### config.mk
export PLATFORM = sky130hd
export DESIGN_NAME = dac_chain_writer
export DESIGN_NICKNAME = d
export VERILOG_FILES = /design/src/rtl/dcw_pkg.sv /design/src/rtl/dcw_packer.sv /design/src/rtl/dcw_shifter.sv /design/src/rtl/dac_chain_writer.sv
export SDC_FILE = /design/constraint.sdc
export NUM_CORES = 1
export LEC_CHECK = 0
export ABC_AREA = 1
export BUFFER_PORTS_ARGS = -buffer_cell sky130_fd_sc_hd__buf_2
export CORE_ASPECT_RATIO = 0.9
export CORE_UTILIZATION = 40
export CTS_CLUSTER_DIAMETER = 200
export DETAILED_ROUTE_END_ITERATION = 7
export PLACE_DENSITY = 0.57
export SLEW_MARGIN = 20
export SYNTH_ARGS = -nofsm -noshare
export SYNTH_HDL_FRONTEND = slang
export SYNTH_SLANG_ARGS = --single-unit
### constraint.sdc
create_clock -name clk -period 2.2 [get_ports clk]
set_input_delay 0.22 -clock clk [delete_from_list [all_inputs] [get_ports clk]]
set_output_delay 0.22 -clock clk [all_outputs]
set_load 0.1 [all_outputs]
### src/rtl/dcw_pkg.sv
package dcw_pkg;

    typedef enum logic [2:0] {
        ST_IDLE,
        ST_LEAD,
        ST_HIGH,
        ST_LOW,
        ST_TAIL,
        ST_GAP
    } dcw_state_e;

    // Whole system-clock cycles covering a nanosecond minimum, never zero.
    function automatic int unsigned ns2cyc(input int unsigned ns, input int unsigned per);
        int unsigned c;
        c = (ns + per - 1) / per;
        return (c == 0) ? 1 : c;
    endfunction

    function automatic int unsigned umax(input int unsigned a, input int unsigned b);
        return (a > b) ? a : b;
    endfunction

endpackage

### src/rtl/dcw_packer.sv
module dcw_packer #(
    parameter int unsigned N_DEV  = 3,
    parameter int unsigned CODE_W = 14,
    parameter int unsigned WORD_W = 16
) (
    input  logic [N_DEV*CODE_W-1:0] codes,
    output logic [N_DEV*WORD_W-1:0] frame
);
    localparam int unsigned PAD_W = WORD_W - CODE_W;

    // Device g lands in word slot g; the top slot (farthest device) leaves first.
    for (genvar g = 0; g < N_DEV; g++) begin : g_word
        assign frame[g*WORD_W +: WORD_W] = {codes[g*CODE_W +: CODE_W], {PAD_W{1'b0}}};
    end
endmodule

### src/rtl/dcw_shifter.sv
module dcw_shifter #(
    parameter int unsigned W = 48
) (
    input  logic         clk,
    input  logic         rst_n,
    input  logic         load,
    input  logic         shift,
    input  logic [W-1:0] load_val,
    output logic         msb
);
    logic [W-1:0] sr_d, sr_q;

    always_comb begin
        sr_d = sr_q;
        if (load)
            sr_d = load_val;
        else if (shift)
            sr_d = {sr_q[W-2:0], 1'b0};
    end

    always_ff @(posedge clk or negedge rst_n) begin
        if (!rst_n)
            sr_q <= '0;
        else
            sr_q <= sr_d;
    end

    assign msb = sr_q[W-1];

    AST_LOAD_NOT_SHIFT: assert property (@(posedge clk) disable iff (!rst_n)
        !(load && shift));
endmodule

### src/rtl/dac_chain_writer.sv
module dac_chain_writer
    import dcw_pkg::*;
#(
    parameter int unsigned N_DEV         = 3,
    parameter int unsigned CODE_W        = 14,
    parameter int unsigned WORD_W        = 16,
    parameter int unsigned CLK_PERIOD_NS = 20,
    parameter int unsigned SETUP_NS      = 40,
    parameter int unsigned HIGH_NS       = 40,
    parameter int unsigned LOW_NS        = 40,
    parameter int unsigned CS_LEAD_NS    = 20,
    parameter int unsigned CS_TAIL_NS    = 40,
    parameter int unsigned CS_GAP_NS     = 50
) (
    input  logic                    clk,
    input  logic                    rst_n,
    input  logic                    start,
    input  logic [N_DEV*CODE_W-1:0] codes,
    output logic                    busy,
    output logic                    done,
    output logic                    sclk,
    output logic                    sdata,
    output logic                    cs_n
);
    localparam int unsigned TOTAL  = N_DEV * WORD_W;
    localparam int unsigned SU_C   = ns2cyc(SETUP_NS, CLK_PERIOD_NS);
    localparam int unsigned LEAD_C = umax(ns2cyc(CS_LEAD_NS, CLK_PERIOD_NS), SU_C);
    localparam int unsigned HIGH_C = ns2cyc(HIGH_NS, CLK_PERIOD_NS);
    localparam int unsigned LOW_C  = umax(ns2cyc(LOW_NS, CLK_PERIOD_NS), SU_C);
    localparam int unsigned TAIL_C = ns2cyc(CS_TAIL_NS, CLK_PERIOD_NS);
    localparam int unsigned GAP_C  = ns2cyc(CS_GAP_NS, CLK_PERIOD_NS);
    localparam int unsigned MAX_C  = umax(umax(LEAD_C, HIGH_C), umax(umax(LOW_C, TAIL_C), GAP_C));
    localparam int unsigned CNT_W  = $clog2(MAX_C + 1);
    localparam int unsigned BIT_W  = $clog2(TOTAL + 1);

    localparam logic [CNT_W-1:0] LEAD_M1 = CNT_W'(LEAD_C - 1);
    localparam logic [CNT_W-1:0] HIGH_M1 = CNT_W'(HIGH_C - 1);
    localparam logic [CNT_W-1:0] LOW_M1  = CNT_W'(LOW_C - 1);
    localparam logic [CNT_W-1:0] TAIL_M1 = CNT_W'(TAIL_C - 1);
    localparam logic [CNT_W-1:0] GAP_M1  = CNT_W'(GAP_C - 1);
    localparam logic [BIT_W-1:0] LAST_BIT = BIT_W'(TOTAL - 1);

    typedef struct packed {
        dcw_state_e       st;
        logic [CNT_W-1:0] cnt;
        logic [BIT_W-1:0] left;
        logic             sclk;
        logic             cs_n;
        logic             done;
    } ctl_t;

    localparam ctl_t CTL_RST = '{st: ST_IDLE, cnt: '0, left: '0, sclk: 1'b0, cs_n: 1'b1, done: 1'b0};

    ctl_t              ctl_d, ctl_q;
    logic              load, shift;
    logic [TOTAL-1:0]  frame;

    dcw_packer #(.N_DEV(N_DEV), .CODE_W(CODE_W), .WORD_W(WORD_W)) u_pack (
        .codes (codes),
        .frame (frame)
    );

    dcw_shifter #(.W(TOTAL)) u_shift (
        .clk      (clk),
        .rst_n    (rst_n),
        .load     (load),
        .shift    (shift),
        .load_val (frame),
        .msb      (sdata)
    );

    always_comb begin
        ctl_d      = ctl_q;
        ctl_d.done = 1'b0;
        load       = 1'b0;
        shift      = 1'b0;
        if (ctl_q.cnt != '0)
            ctl_d.cnt = ctl_q.cnt - 1'b1;
        unique case (ctl_q.st)
            ST_IDLE: begin
                if (start) begin
                    ctl_d.st   = ST_LEAD;
                    ctl_d.cnt  = LEAD_M1;
                    ctl_d.cs_n = 1'b0;
                    ctl_d.sclk = 1'b0;
                    ctl_d.left = LAST_BIT;
                    load       = 1'b1;
                end
            end
            ST_LEAD: begin
                if (ctl_q.cnt == '0) begin
                    ctl_d.st   = ST_HIGH;
                    ctl_d.sclk = 1'b1;
                    ctl_d.cnt  = HIGH_M1;
                end
            end
            ST_HIGH: begin
                if (ctl_q.cnt == '0) begin
                    ctl_d.sclk = 1'b0;
                    if (ctl_q.left == '0) begin
                        ctl_d.st  = ST_TAIL;
                        ctl_d.cnt = TAIL_M1;
                    end else begin
                        ctl_d.st   = ST_LOW;
                        ctl_d.cnt  = LOW_M1;
                        ctl_d.left = ctl_q.left - 1'b1;
                        shift      = 1'b1;
                    end
                end
            end
            ST_LOW: begin
                if (ctl_q.cnt == '0) begin
                    ctl_d.st   = ST_HIGH;
                    ctl_d.sclk = 1'b1;
                    ctl_d.cnt  = HIGH_M1;
                end
            end
            ST_TAIL: begin
                if (ctl_q.cnt == '0) begin
                    ctl_d.st   = ST_GAP;
                    ctl_d.cs_n = 1'b1;
                    ctl_d.cnt  = GAP_M1;
                end
            end
            ST_GAP: begin
                if (ctl_q.cnt == '0) begin
                    ctl_d.st   = ST_IDLE;
                    ctl_d.done = 1'b1;
                end
            end
            default: ctl_d = CTL_RST;
        endcase
    end

    always_ff @(posedge clk or negedge rst_n) begin
        if (!rst_n)
            ctl_q <= CTL_RST;
        else
            ctl_q <= ctl_d;
    end

    assign busy = (ctl_q.st != ST_IDLE);
    assign done = ctl_q.done;
    assign sclk = ctl_q.sclk;
    assign cs_n = ctl_q.cs_n;

    AST_SCLK_LOW_AT_SELECT: assert property (@(posedge clk) disable iff (!rst_n)
        $fell(cs_n) |-> (!sclk && !$past(sclk)));
    AST_SCLK_INSIDE_SELECT: assert property (@(posedge clk) disable iff (!rst_n)
        sclk |-> !cs_n);
    AST_DATA_STILL_WHILE_HIGH: assert property (@(posedge clk) disable iff (!rst_n)
        (sclk && $past(sclk)) |-> $stable(sdata));
    AST_DONE_ENDS_BUSY: assert property (@(posedge clk) disable iff (!rst_n)
        done |-> (!busy && $past(busy)));
    AST_DONE_SINGLE: assert property (@(posedge clk) disable iff (!rst_n)
        done |=> !done);
    AST_RELEASE_WHILE_BUSY: assert property (@(posedge clk) disable iff (!rst_n)
        $rose(cs_n) |-> busy);
    AST_HIGH_MIN: assert property (@(posedge clk) disable iff (!rst_n)
        $rose(sclk) |=> sclk);
endmodule

==> impl_metrics.ini <==
[detailed_routing]
ant_nets = 0
drc = 0
dr.pass1.iters = 4
wirelength_um = 6540
vias_per_cell = 4.99
wl_per_cell_um = 12.7
first_iter_violations = 119
vias = 2563

[die]
die_area_mm2 = 0.00824
ios = 50
die_w_um = 95.6
die_h_um = 86.2
rows = 30
core_mm2 = 0.00758
start_util_pct = 41.6

[clock_network]
ctsLongestPathBuffers = 2
cts_root_buf = clkbuf_8
ctsResizeCount = 0
cts_sinks = 60
cts_made_buffers = 9
clk_latency_ns = 0.35
cts_hold_buf = 1
cts_tree = yes
post_cts_buffers = 0
cts_max_level = 3
cts.reportedPaths.clkPinSlew_ns = 0.07

[logic_synthesis]
synth_common_cells = nand2_1 (117), nand3_1 (67), dfrtp_1 (59)
ys_warn_count = 0
yosysMostFrequentCell = nand2_1
yosysSeqAreaShare_pct = 47.7
synthFlopType = dfrtp_1
synthesis.nets = 414
synth_top_area_cell = dfrtp_1
synthTopCellsByArea = dfrtp_1 (47%), nand2_1 (14%), nand3_1 (11%)
avgSynthCellArea_um2 = 8.68
async_flop_share_pct = 100
synth_top_area_share_pct = 46.8
ys_ff_latch = 60
syn_inst = 363
synth-edff-count = 0
yosys.cell_types.count = 31
mappedNetlistArea_mm2 = 0.00315

[sta]
fmax_mhz = 532
final.setup.tns_ns = 0
rsz0062_at_grt = no
finalCritPeriodShare_pct = 85.4
maxSlewHeadroom_pct = 68.0
tightest_slew_ns = 0.483
fin_crit_ns = 1.88
holdWs_ns = 0.0746
slew_violations = 0
clock_skew_ns = 0.0120
hold_violations = 0
final-setup-viol-count = 0

[layout]
fillCellCount = 738
synthToLayoutAreaGrowth_pct = 16.8
post-route-util_pct = 48.5
drive_gt1_share_pct = 27.5
fin_nets = 464
diodes = 0

[placement]
io_buffers = 49
hpwl_um = 4300
finalWeightedCongestion = 0.867

[flow_run]
drv_cap = 0

[hold_path]
hp-class = input port to flop

[outcome]
outcome = finished clean

[critical_path]
worst-setup-path-type = flop to flop
arrival_ns = 2.11
required_ns = 2.43
cp-start-kind = flop
critPathMaxFanout = 25
end_kind = flop

[grt]
antenna_found_initial = 0
first_global_vias = 2495
grt_max_degree = 50
grt_pass1_wl_um = 11300
grt.total_usage_pct = 18.0
grt-ovfl-total = 0

[pwr]
ir_worst_vdd_v = 0.000251
power_density_mw_per_mm2 = 630
leakagePower_nw = 1.74
-- cells in the final DEF, fill, tap and decap left out, drive strengths merged, types with 2 or more instances in the layout --
cell type and instances:
o21ai 8, bufinv 2, o211ai 5, a21oi 2, nand2 122, ha 6, inv 21, nor2 16
nand4 2, clkbuf 9, dfrtp 59, nand3 95, o22ai 2, buf 57, clkinv 3
-- kinds of logic (layout without fill, tap and decap cells) --
family	after synthesis	count (layout)	share of synthesized area (%)
simple gates	236	236	38.2
flops	60	60	47.7
buf+inv	39	94	7.34
compound gates	20	20	3.85
fa+ha+maj	6	6	2.38
xor+xnor	2	2	0.556
-- final timing paths --
check / endpoint / cells after the start / start / slack, ns
worst max register to register: ctl_q[6]$_DFFE_PN0P_ / 9 / ctl_q[10]$_DFF_PN0_ / 0.32
worst min register to register: cs_n$_DFFE_PN1P_ / 2 / cs_n$_DFFE_PN1P_ / 0.48
min in group asynchronous: u_shift.sr_q[14]$_DFFE_PN0P_ / 2 / rst_n / 0.30
worst max-delay path: ctl_q[6]$_DFFE_PN0P_ / 9 / ctl_q[10]$_DFF_PN0_ / 0.32
worst min-delay path: u_shift.sr_q[2]$_DFFE_PN0P_ / 3 / codes[0] / 0.07
max in group asynchronous: cs_n$_DFFE_PN1P_ / 3 / rst_n / 1.29
-- worst max-delay path, cell delays in order (launching register included) --
cell	delay, ns
dfrtp_1	0.40
inv_1	0.06
ha_1	0.23
inv_1	0.22
nor2_4	0.08
nand2_2	0.09
buf_4	0.36
nand2_2	0.17
nand2_1	0.11
nand2_1	0.05
-- metrics by stage --
stage / setup slack (ns) / instances / power (W) / cell area (um2)
4_1_cts: 0.328 / 514 / 0.00235 / 3680
6_report: 0.321 / 514 / 0.00232 / 3680
5_1_grt: 0.150 / 514 / 0.00242 / 3680
2_1_floorplan: 0.662 / 363 / 0.00115 / 3150
3_3_place_gp: 0.426 / 497 / 0.00122 / 3450
3_5_place_dp: 0.348 / 497 / 0.00122 / 3450
-- flip-flops by register name (all words and copies together) (netlist names) --
| register | flops |
|---|---|
| u_shift.sr_q | 46 |
| sclk | 1 |
| done | 1 |
| cs_n | 1 |
| ctl_q | 11 |
-- final cells by class --
cell class	count	area [um2]	share of cell area (%)
Clock buffer	9	124	3.37
Clock inverter	7	98.8	2.69
Inverter	20	77.6	2.11
Multi-Input combinational cell	264	1420	38.5
Sequential cell	60	1500	40.8
Tap cell	96	120	3.26
Timing Repair Buffer	58	340	9.25
-- layer usage --
layer	up-vias	routed length, um	global-route usage (%)
li1	1298	-	-
met1	1203	3180	23.4
met2	56	3020	28.2
met3	6	261	5.53
met4	0	75	6.78
met5	-	0	0
-- power by group --
group          internal, W  switching (W)  leakage, nW
Sequential         0.00111     0.00000389        0.653
Clock             0.000643       0.000479        0.110
Combinational    0.0000368      0.0000476        0.976
Total              0.00179       0.000530         1.74
Note: power is estimated with default switching activity, not from simulation.
